<file path="config.mk">
export PLATFORM = sky130hd
export DESIGN_NAME = tmr8_pwm
export DESIGN_NICKNAME = d
export VERILOG_FILES = /design/src/rtl/tmr8_pkg.sv /design/src/rtl/tmr8_count.sv /design/src/rtl/tmr8_ochan.sv /design/src/rtl/tmr8_pwm.sv
export SDC_FILE = /design/constraint.sdc
export NUM_CORES = 1
export LEC_CHECK = 0
export BUFFER_PORTS_ARGS = -buffer_cell sky130_fd_sc_hd__buf_4
export CAP_MARGIN = 20
export CORE_MARGIN = 3
export CORE_UTILIZATION = 50
export DETAILED_ROUTE_END_ITERATION = 10
export GPL_TIMING_DRIVEN = 0
export PLACE_DENSITY = 0.76
export SLEW_MARGIN = 0
export SYNTH_ARGS = -nofsm -noshare
export SYNTH_HDL_FRONTEND = slang
export SYNTH_SLANG_ARGS = --single-unit
</file>
<file path="constraint.sdc">
create_clock -name clk -period 2.45 [get_ports clk]
set_input_delay 0.3675 -clock clk [delete_from_list [all_inputs] [get_ports clk]]
set_output_delay 0.3675 -clock clk [all_outputs]
set_load 0.01 [all_outputs]
</file>
<file path="src/rtl/tmr8_pkg.sv">
package tmr8_pkg;

  typedef struct packed {
    logic pwm;    // any PWM mode: compare writes are shadowed
    logic pc;     // dual-slope count
    logic fast;   // single-slope PWM
    logic ctc;    // clear on channel A compare
    logic top_a;  // TOP comes from channel A
  } mode_dec_t;

  function automatic mode_dec_t decode_mode(input logic [2:0] m);
    mode_dec_t d;
    d = '0;
    case (m)
      3'd1: begin d.pwm = 1'b1; d.pc = 1'b1; end
      3'd2: begin d.ctc = 1'b1; d.top_a = 1'b1; end
      3'd3: begin d.pwm = 1'b1; d.fast = 1'b1; end
      3'd5: begin d.pwm = 1'b1; d.pc = 1'b1; d.top_a = 1'b1; end
      3'd7: begin d.pwm = 1'b1; d.fast = 1'b1; d.top_a = 1'b1; end
      default: ;  // 0, 4, 6: free-running
    endcase
    return d;
  endfunction

endpackage

</file>
<file path="src/rtl/tmr8_count.sv">
module tmr8_count #(
  parameter int W = 8
) (
  input  logic         clk,
  input  logic         rst,
  input  logic         step,
  input  logic         m_pc,
  input  logic         m_fast,
  input  logic         m_ctc,
  input  logic         m_top_a,
  input  logic [W-1:0] top_a_val,
  input  logic         cnt_wr,
  input  logic [W-1:0] cnt_wdata,
  output logic [W-1:0] cnt,
  output logic         up,
  output logic         at_top,
  output logic         ovf_evt
);
  localparam logic [W-1:0] MAXV = '1;
  localparam logic [W-1:0] BOTV = '0;

  logic [W-1:0] top_v;
  logic [W-1:0] nxt;
  logic         nxt_up;

  assign top_v  = m_top_a ? top_a_val : MAXV;
  assign at_top = (cnt == top_v);

  always_comb begin
    nxt    = cnt + 1'b1;
    nxt_up = up;
    if (m_pc) begin
      if (up) begin
        if (at_top) begin
          nxt_up = 1'b0;
          nxt    = cnt - 1'b1;
        end
      end else if (cnt == BOTV) begin
        nxt_up = 1'b1;
      end else begin
        nxt = cnt - 1'b1;
      end
    end else begin
      nxt_up = 1'b1;
      if ((m_ctc || m_fast) && at_top) nxt = BOTV;
    end
  end

  assign ovf_evt = step & (m_pc   ? (!up && cnt == BOTV) :
                           m_fast ? at_top : (cnt == MAXV));

  always_ff @(posedge clk) begin
    if (rst) begin
      cnt <= BOTV;
      up  <= 1'b1;
    end else if (cnt_wr) begin
      cnt <= cnt_wdata;
    end else if (step) begin
      cnt <= nxt;
      up  <= nxt_up;
    end else if (!m_pc) begin
      up  <= 1'b1;
    end
  end

  // wrap from MAX in free-running count
  a_r2_wrap: assert property (@(posedge clk) disable iff (rst)
    (step && !m_pc && !m_fast && !m_ctc && cnt == MAXV) |=> (cnt == BOTV));
  // no tick and no write keeps the count
  a_r2_hold: assert property (@(posedge clk) disable iff (rst)
    (!step && !cnt_wr) |=> $stable(cnt));
  // a counter write always lands
  a_r6_write_wins: assert property (@(posedge clk) disable iff (rst)
    cnt_wr |=> (cnt == $past(cnt_wdata)));
  // single-slope wraps to zero after TOP
  a_r8_fast_wrap: assert property (@(posedge clk) disable iff (rst)
    (step && m_fast && at_top) |=> (cnt == BOTV));
  // dual-slope turns down at TOP
  a_r9_turn_down: assert property (@(posedge clk) disable iff (rst)
    (step && m_pc && up && at_top) |=> !up);
endmodule

</file>
<file path="src/rtl/tmr8_ochan.sv">
module tmr8_ochan #(
  parameter int W = 8
) (
  input  logic         clk,
  input  logic         rst,
  input  logic         step,
  input  logic         m_pwm,
  input  logic         m_fast,
  input  logic [1:0]   com,
  input  logic [W-1:0] cnt,
  input  logic         up,
  input  logic         at_top,
  input  logic         buf_wr,
  input  logic [W-1:0] wdata,
  input  logic         force_cmp,
  input  logic         flag_clr,
  output logic [W-1:0] act,
  output logic [W-1:0] bufv,
  output logic         pin,
  output logic         flag
);
  logic hit;
  logic pin_nxt;

  assign hit = step & (cnt == act);

  always_comb begin
    pin_nxt = pin;
    if (!m_pwm) begin
      if (hit || force_cmp) begin
        case (com)
          2'd1:    pin_nxt = ~pin;
          2'd2:    pin_nxt = 1'b0;
          2'd3:    pin_nxt = 1'b1;
          default: pin_nxt = pin;
        endcase
      end
    end else if (m_fast) begin
      if (com[1]) begin
        if (hit)           pin_nxt = com[0];
        if (step && at_top) pin_nxt = ~com[0];  // wrap wins over match
      end
    end else begin
      if (com[1] && hit) pin_nxt = up ? com[0] : ~com[0];
    end
  end

  always_ff @(posedge clk) begin
    if (rst) begin
      act  <= '0;
      bufv <= '0;
      pin  <= 1'b0;
      flag <= 1'b0;
    end else begin
      if (buf_wr) begin
        bufv <= wdata;
        if (!m_pwm) act <= wdata;
      end
      if (m_pwm && step && at_top) act <= bufv;
      flag <= (flag & ~flag_clr) | hit;
      pin  <= pin_nxt;
    end
  end

  // a match seen on a tick leaves the flag set
  a_r4_flag_set: assert property (@(posedge clk) disable iff (rst)
    (step && cnt == act) |=> flag);
  // without a tick the flag cannot rise (force sets none)
  a_r11_no_flag_rise: assert property (@(posedge clk) disable iff (rst)
    (!step && !flag) |=> !flag);
  // in PWM modes the live value moves only at TOP
  a_r7_shadow_held: assert property (@(posedge clk) disable iff (rst)
    (m_pwm && !(step && at_top)) |=> $stable(act));
  // output mode 0 leaves the pin alone
  a_r10_none_holds: assert property (@(posedge clk) disable iff (rst)
    (com == 2'd0) |=> $stable(pin));
endmodule

</file>
<file path="src/rtl/tmr8_pwm.sv">
module tmr8_pwm #(
  parameter int W  = 8,
  parameter int AW = 3
) (
  input  logic          clk,
  input  logic          rst,
  input  logic          tick,
  input  logic          wr_en,
  input  logic [AW-1:0] addr,
  input  logic [W-1:0]  wdata,
  output logic [W-1:0]  rdata,
  output logic          out_a,
  output logic          out_b,
  output logic          irq_ovf,
  output logic          irq_cmp_a,
  output logic          irq_cmp_b
);
  import tmr8_pkg::*;

  localparam int NCH = 2;
  localparam logic [AW-1:0] A_CTRL = AW'(0);
  localparam logic [AW-1:0] A_CNT  = AW'(1);
  localparam int            A_CMP0 = 2;
  localparam logic [AW-1:0] A_FLG  = AW'(A_CMP0 + NCH);
  localparam logic [AW-1:0] A_FRC  = AW'(A_CMP0 + NCH + 1);

  logic [2:0]   mode_q;
  logic [1:0]   com_q [NCH];
  logic         ovf_q;
  mode_dec_t    md;
  logic         cnt_wr, step, flag_wr, frc_wr;
  logic [W-1:0] cnt;
  logic         up, at_top, ovf_evt;
  logic [W-1:0] act  [NCH];
  logic [W-1:0] bufv [NCH];
  logic         pin  [NCH];
  logic         flag [NCH];
  logic [W-1:0] rd_v;

  assign md      = decode_mode(mode_q);
  assign cnt_wr  = wr_en && (addr == A_CNT);
  assign flag_wr = wr_en && (addr == A_FLG);
  assign frc_wr  = wr_en && (addr == A_FRC);
  assign step    = tick && !cnt_wr;

  tmr8_count #(.W(W)) u_count (
    .clk(clk), .rst(rst), .step(step),
    .m_pc(md.pc), .m_fast(md.fast), .m_ctc(md.ctc), .m_top_a(md.top_a),
    .top_a_val(act[0]), .cnt_wr(cnt_wr), .cnt_wdata(wdata),
    .cnt(cnt), .up(up), .at_top(at_top), .ovf_evt(ovf_evt)
  );

  for (genvar i = 0; i < NCH; i++) begin : g_ch
    tmr8_ochan #(.W(W)) u_ch (
      .clk(clk), .rst(rst), .step(step),
      .m_pwm(md.pwm), .m_fast(md.fast), .com(com_q[i]),
      .cnt(cnt), .up(up), .at_top(at_top),
      .buf_wr(wr_en && (addr == AW'(A_CMP0 + i))), .wdata(wdata),
      .force_cmp(frc_wr && wdata[i]), .flag_clr(flag_wr && wdata[1+i]),
      .act(act[i]), .bufv(bufv[i]), .pin(pin[i]), .flag(flag[i])
    );
  end

  always_comb begin
    rd_v = '0;
    case (addr)
      A_CTRL: begin
        rd_v[2:0] = mode_q;
        for (int i = 0; i < NCH; i++) rd_v[3+2*i +: 2] = com_q[i];
      end
      A_CNT: rd_v = cnt;
      A_FLG: begin
        rd_v[0] = ovf_q;
        for (int i = 0; i < NCH; i++) rd_v[1+i] = flag[i];
      end
      default: begin
        for (int i = 0; i < NCH; i++)
          if (addr == AW'(A_CMP0 + i)) rd_v = bufv[i];
      end
    endcase
  end

  always_ff @(posedge clk) begin
    if (rst) begin
      mode_q <= '0;
      for (int i = 0; i < NCH; i++) com_q[i] <= '0;
      ovf_q  <= 1'b0;
      rdata  <= '0;
    end else begin
      if (wr_en && addr == A_CTRL) begin
        mode_q <= wdata[2:0];
        for (int i = 0; i < NCH; i++) com_q[i] <= wdata[3+2*i +: 2];
      end
      ovf_q <= (ovf_q & ~(flag_wr & wdata[0])) | ovf_evt;
      rdata <= rd_v;
    end
  end

  assign out_a     = pin[0];
  assign out_b     = pin[1];
  assign irq_ovf   = ovf_q;
  assign irq_cmp_a = flag[0];
  assign irq_cmp_b = flag[1];

  // reset leaves every output quiet
  a_r1_reset_quiet: assert property (@(posedge clk)
    rst |=> (rdata == '0 && !out_a && !out_b && !irq_ovf && !irq_cmp_a && !irq_cmp_b));
  // write-one clears the overflow flag unless it is set again
  a_r5_ovf_clear: assert property (@(posedge clk) disable iff (rst)
    (flag_wr && wdata[0] && !ovf_evt) |=> !irq_ovf);
  // a tick colliding with a counter write raises no overflow
  a_r6_tick_dropped: assert property (@(posedge clk) disable iff (rst)
    (cnt_wr && !irq_ovf) |=> !irq_ovf);
endmodule

</file>
==> flow_summary_export.csv, run 1 <==
group,metric,value,unit
setup_path,cp.depth,9,
placed_design,place_congestion,0.997,
timing,clock.fmax,0.383,GHz
clock_tree,cts_tree,"built",
yosys,synth.net_count,497,
drt,ant_nets,0,
drt,drc,0,
timing,finalCriticalPeriod,2.61,ns
setup_path,cp_cell_sequence,"or3b_4 -> and2_4 -> o41a_1 -> buf_4 -> nor4_4 -> buf_4 -> and3_4 -> nor4_2 -> mux2_4",
power,worst_ir_drop_vdd,0.000505,V
setup_path,cpMaxStageDelayCell,"o41a_1",
layout,layout-drive-gt1-share,0.225,
setup_path,slowest_delay,0.48,ns
clock_tree,cts_buffers,9,
timing,rsz0062_at_grt,"yes",
global_route,grt_pass1_wl,19400,um
power,cellPowerDensity,552,mW/mm^2
hold_path,hp-class,"in -> reg",
drt,routedWlPerCell,20.7,um
setup_path,reg2reg_setup_slack,-0.16,ns
timing,worst_pin_slew,0.856,ns
global_route,grt_pass1_vias,3690,
drt,vias_per_cell,6.46,
yosys,syn_area_per_cell,7.62,sq um
timing,finalMaxSlewViolations,0,
layout,area_growth,27.3,%
layout,mostFrequentLayoutCell,"nand2_1",
power,leakage,1.73,nW
placed_design,hpwl,8790,um
hold_path,holdPathEnd,"g_ch[0].u_ch.bufv[7]",
timing,finalSetupViolations,9,
floorplanning,core_area,0.00694,sq mm
global_route,grt_max_degree,13,
drt,dr.first_iter.drc_count,723,
setup_path,cp_max_fo,5,
floorplanning,die_h,91.3,um
floorplanning,die_w,91.3,um
setup_path,crit_buf_inv,2,
setup_path,r2r-end,"g_ch[0].u_ch.pin",
drt,wl,13200,um
yosys,synth_async_sr_flop_share,0,
setup_path,crit_path_end_kind,"flip-flop",
clock_tree,clock_path_buffers,2,
clock_tree,worst_skew_pair.late_latency,0.34,ns
setup_path,reg2regPathDepth,9,
clock_tree,cts_sinks,61,
yosys,synthFlopType,"dfxtp_1",
drt,drt-pass1-iter-count,5,
yosys,synth_top_area_frac,0.313,
setup_path,required,2.69,ns
global_route,antenna_found_initial,0,
layout,diodes,0,
timing,finalCritPeriodShare,1.07,
setup_path,criticalPathCategory,"reg -> reg",
global_route,overflow,0,
floorplanning,pin_count,28,
timing,clock_skew,0.00412,ns
timing,setup_tns,-0.715,ns
timing,timing.final.ws_setup,-0.163,ns
clock_tree,clkSlewWorstSetupHoldPaths,0.07,ns
yosys,synth_area,0.00364,sq mm
clock_tree,htreeDepth,3,
yosys,yosysTopAreaCell,"dfxtp_1",
floorplanning,std_cell_rows,30,
hold_path,min-delay-start,"wdata[7]",
setup_path,worst_setup_path_start_kind,"flip-flop",
layout,final_cell_mix,"68 x nand2_1, 52 x dfxtp_1, 46 x buf_4, 45 x nor2_1, 43 x a21oi_1",
floorplanning,die_area,0.00834,sq mm
yosys,syn_inst,478,
drt,vias,4119,
yosys,synth_cell_types,61,
yosys,ys_ff_latch,61,
yosys,synth-edff-count,4,
yosys,synth.area.top_cells,"dfxtp_1 31%, nand2_1 7.1%, a21oi_1 5.9%, nor2_1 4.9%, a311oi_1 4.8%",
run_status,violations,"setup timing",
job,cap_violations,0,
setup_path,r2r-start,"mode_q[0]",
run_status,outcome,"complete, but fails checks",
placed_design,io_buffers,23,
floorplanning,initial_core_util,0.524,
yosys,synth_seq_area_share,0.346,
setup_path,cp.arrival,2.85,ns
yosys,ys_warn_count,0,
setup_path,critPathTopFamily,"simple AND/OR/NAND/NOR gates",
global_route,grt_usage,0.297,
clock_tree,root_buffer,"clkbuf_8",
setup_path,crit_top_cell,"buf_4",
layout,final_util,0.668,
timing,maxSlewHeadroom,0.428,
layout,nets,556,
timing,finalHoldViolations,0,
hold_path,min_path_cells,3,
==> Yosys cell counts (3+ instances only) <==
library cell	instances
nor4_1	4
dfxtp_1	57
a22oi_1	4
clkbuf_1	29
nor2b_1	6
buf_2	4
nor2_1	48
a31oi_1	9
ha_1	4
o22ai_1	9
or2_2	3
nand2_1	69
and2_1	6
edfxtp_1	4
inv_1	13
nor3b_1	3
xnor2_1	11
o22a_1	3
a21oi_1	43
mux2i_1	8
nand4_1	5
o31ai_1	3
nand2b_1	9
mux2_2	6
a311oi_1	20
nor3_1	14
o21ai_0	23
buf_1	4
nand3_1	8
o32ai_1	3
and3_1	7
a222oi_1	3
==> metrics by stage <==
step           instance area (sq um)  hold slack, ns  worst slack, ns  power, mW  cells
2_1_floorplan                   3640           0.446           0.0655       1.30    478
3_3_place_gp                    3930           0.458           -0.312       1.42    597
3_5_place_dp                    3930           0.465           -0.360       1.43    597
4_1_cts                         4370           0.303          -0.0437       2.53    628
5_1_grt                         4640           0.333           -0.184       2.63    638
6_report                        4640           0.313           -0.163       2.56    638
==> cell type report <==
class                           instances  area, sq um
Clock buffer                            9          124
Sequential cell                        61         1270
Buffer                                 35          185
Clock inverter                          7          119
Inverter                               13         52.6
Multi-Input combinational cell        366         2340
Fill cell                             568         2310
Tap cell                               96          120
Timing Repair Buffer                   51          415
==> report_power, final <==
group	switching, mW	total [mW]	internal (mW)
clock	0.439	1.12	0.682
sequential	0.0356	1.07	1.04
combinational	0.222	0.366	0.144
==> worst max-delay path by stage <==
stage | start | endpoint | slack [ns]
2_1_floorplan | mode_q[0] | g_ch[1].u_ch.pin | 0.07
3_3_place_gp | u_count.cnt[4] | g_ch[1].u_ch.pin | -0.31
6_report | mode_q[0] | g_ch[0].u_ch.pin | -0.16
3_5_place_dp | u_count.cnt[4] | g_ch[1].u_ch.pin | -0.36
5_1_grt | mode_q[0] | g_ch[0].u_ch.pin | -0.18
4_1_cts | mode_q[2] | g_ch[0].u_ch.pin | -0.04
==> metal layers <==
layer	vias to the layer above	track usage	part of all wire
li1	1861	-	-
met1	1899	0.395	0.39
met2	290	0.465	0.46
met3	69	0.0505	0.10
met4	0	0.146	0.050
met5	-	0	0
==> cell families after synthesis <==
logic type	share of synthesized area
AOI/OAI and AO/OA	0.256
and+or+nand+nor	0.255
buffers and inverters	0.0560
muxes	0.0436
DFF	0.346
adders and majority gates	0.0137
xor gates and xnor gates	0.0289
==> sequential cells by signal (all words and copies together) (netlist names) <==
signal          flops
mode_q              3
com_q               4
g_ch.u_ch.flag      2
irq_ovf             1
u_count.up          1
g_ch.u_ch.act      16
g_ch.u_ch.pin       2
u_count.cnt         8
g_ch.u_ch.bufv     16
rdata               8
==> timing repair <==
action,in CTS,in global routing
setup endpoints to repair,27,27
pin swaps,10,15
gates cloned,1,3
buffers inserted,17,7
hold buffers,0,0
gates resized for setup,21,52
==> worst reg2reg max path, stage by stage, from the launching register on <==
cell,delay [ns]
dfxtp_4,0.36
or3b_4,0.40
and2_4,0.14
o41a_1,0.48
buf_4,0.19
nor4_4,0.24
buf_4,0.19
and3_4,0.18
nor4_2,0.04
mux2_4,0.28
Power figures use the tool's default switching activity.
==> run 2: changes to the inputs <==
--- a/config.mk
+++ b/config.mk
@@ -7,7 +7,7 @@
 export LEC_CHECK = 0
 export BUFFER_PORTS_ARGS = -buffer_cell sky130_fd_sc_hd__buf_4
 export CAP_MARGIN = 20
-export CORE_MARGIN = 3
+export CORE_MARGIN = 8
 export CORE_UTILIZATION = 50
 export DETAILED_ROUTE_END_ITERATION = 10
 export GPL_TIMING_DRIVEN = 0
==> flow_summary_export.csv, run 2 (synthesis gave the netlist of run 1 again) <==
group,metric,value,unit
run_status,outcome,"complete, but fails checks",
run_status,violations,"setup timing",
power,leakage,1.64,nW
layout,final_util,0.634,
timing,finalCritPeriodShare,1.03,
job,cap_violations,0,
global_route,grt_pass1_vias,3780,
drt,wl,12900,um
drt,dr.first_iter.drc_count,372,
hold_path,holdPathEnd,"g_ch[1].u_ch.bufv[7]",
layout,layout-drive-gt1-share,0.207,
drt,vias,4012,
hold_path,min_path_cells,3,
timing,hold_slack,0.305,ns
clock_tree,root_buffer,"clkbuf_8",
layout,mostFrequentLayoutCell,"nand2_1",
floorplanning,die_area,0.0103,sq mm
timing,finalCriticalPeriod,2.52,ns
setup_path,reg2regPathDepth,9,
setup_path,cp_max_fo,5,
setup_path,criticalPathCategory,"reg -> reg",
setup_path,startpoint,"mode_q[0]",
power,cellPowerDensity,530,mW/mm^2
timing,maxSlewHeadroom,0.455,
placed_design,placed_area,0.00394,sq mm
hold_path,min-delay-start,"wdata[7]",
drt,routedWlPerCell,20.5,um
setup_path,required,2.66,ns
clock_tree,cts_buffers,9,
clock_tree,clkSlewWorstSetupHoldPaths,0.08,ns
clock_tree,cts_tree,"built",
placed_design,io_buffers,23,
timing,finalHoldViolations,0,
floorplanning,pin_count,28,
clock_tree,clock_path_buffers,2,
layout,reg_top3,"g_ch.u_ch.act: 16 flops, g_ch.u_ch.bufv: 16 flops",
timing,timing.final.ws_setup,-0.0676,ns
floorplanning,die_w,101,um
global_route,grt_max_degree,14,
drt,drc,0,
drt,vias_per_cell,6.36,
setup_path,r2r-end,"u_count.cnt[1]",
layout,nets,546,
layout,finalInstanceArea,0.00453,sq mm
timing,clock_skew,0.00794,ns
setup_path,worst_setup_path_start_kind,"flip-flop",
hold_path,hp-class,"in -> reg",
clock_tree,worst_skew_pair.late_latency,0.35,ns
layout,diodes,0,
clock_tree,ctsHoldBuffers,0,
placed_design,hpwl,8820,um
setup_path,reg2reg_setup_slack,-0.07,ns
layout,final_cell_mix,"68 x nand2_1, 54 x dfxtp_1, 47 x nor2_1, 39 x buf_4, 39 x a21oi_1",
timing,finalSetupViolations,11,
placed_design,dpl_worst_slack,-0.404,ns
placed_design,place_congestion,0.962,
global_route,grt_usage,0.253,
floorplanning,initial_core_util,0.510,
timing,rsz0062_at_grt,"yes",
floorplanning,die_h,101,um
timing,clock.fmax,0.397,GHz
setup_path,cp.arrival,2.73,ns
floorplanning,core_area,0.00714,sq mm
setup_path,r2r-start,"mode_q[0]",
global_route,grt_pass1_wl,20000,um
drt,drt-pass1-iter-count,5,
timing,finalMaxSlewViolations,0,
layout,area_growth,24.3,%
drt,ant_nets,0,
timing,worst_pin_slew,0.815,ns
clock_tree,htreeDepth,3,
setup_path,crit_path_end_kind,"flip-flop",
global_route,antenna_found_initial,0,
power,worst_ir_drop_vdd,0.000395,V
global_route,overflow,0,
clock_tree,cts_sinks,61,
floorplanning,std_cell_rows,31,
-- run 2: how the worst max path moves through the flow --
| stage | end | slack [ns] | depth (start not counted) |
|---|---|---|---|
| 2_1_floorplan | g_ch[1].u_ch.pin | 0.07 | 8 |
| 3_3_place_gp | g_ch[1].u_ch.pin | -0.32 | 8 |
| 3_5_place_dp | g_ch[1].u_ch.pin | -0.40 | 8 |
| 4_1_cts | u_count.cnt[1] | -0.02 | 8 |
| 5_1_grt | g_ch[0].u_ch.pin | -0.19 | 8 |
| 6_report | u_count.cnt[1] | -0.07 | 9 |
-- run 2: metal layers --
layer  wire length, um  part of all wire  global-route usage
met3              1140             0.088              0.0632
met5                 0                 0                   0
met2              5930              0.46               0.393
met4               570             0.044               0.126
met1              5290              0.41               0.318
-- run 2: cell type report --
| cell class | instances | area (sq um) |
|---|---|---|
| clock buffer | 9 | 124 |
| fill | 644 | 2610 |
| multi-input combinational | 366 | 2380 |
| clock inverter | 7 | 81.3 |
| tap | 99 | 124 |
| sequential | 61 | 1270 |
| timing repair buffer | 41 | 332 |
| buffer | 35 | 158 |
| inverter | 13 | 51.3 |
-- run 2: worst max-delay path, stage by stage (launching register included) --
cell       delay [ns]
dfxtp_4          0.35
or3b_4           0.40
a222oi_1         0.47
o2111ai_4        0.25
o21ai_4          0.26
buf_6            0.16
buf_12           0.11
nand2_8          0.06
xor2_2           0.21
o22ai_2          0.11
-- run 2: metrics by stage --
step	power, mW	instances	setup TNS (ns)
2_1_floorplan	1.30	478	0
3_3_place_gp	1.42	600	-5.61
3_5_place_dp	1.42	600	-6.41
4_1_cts	2.37	627	-0.0478
5_1_grt	2.49	631	-2.92
6_report	2.40	631	-0.341
-- run 2: power by group --
part	total (mW)	switching, mW	internal (mW)
clock network	0.954	0.470	0.484
registers	1.07	0.0364	1.04
logic	0.372	0.225	0.146
total	2.40	0.732	1.67
-- run 2: timing repair --
item	CTS	global route
endpoints found under the setup margin	27	28
hold endpoints to repair	0	0
pin swaps	15	12
gates cloned	1	0
buffers inserted	12	5
gates resized for setup	25	32
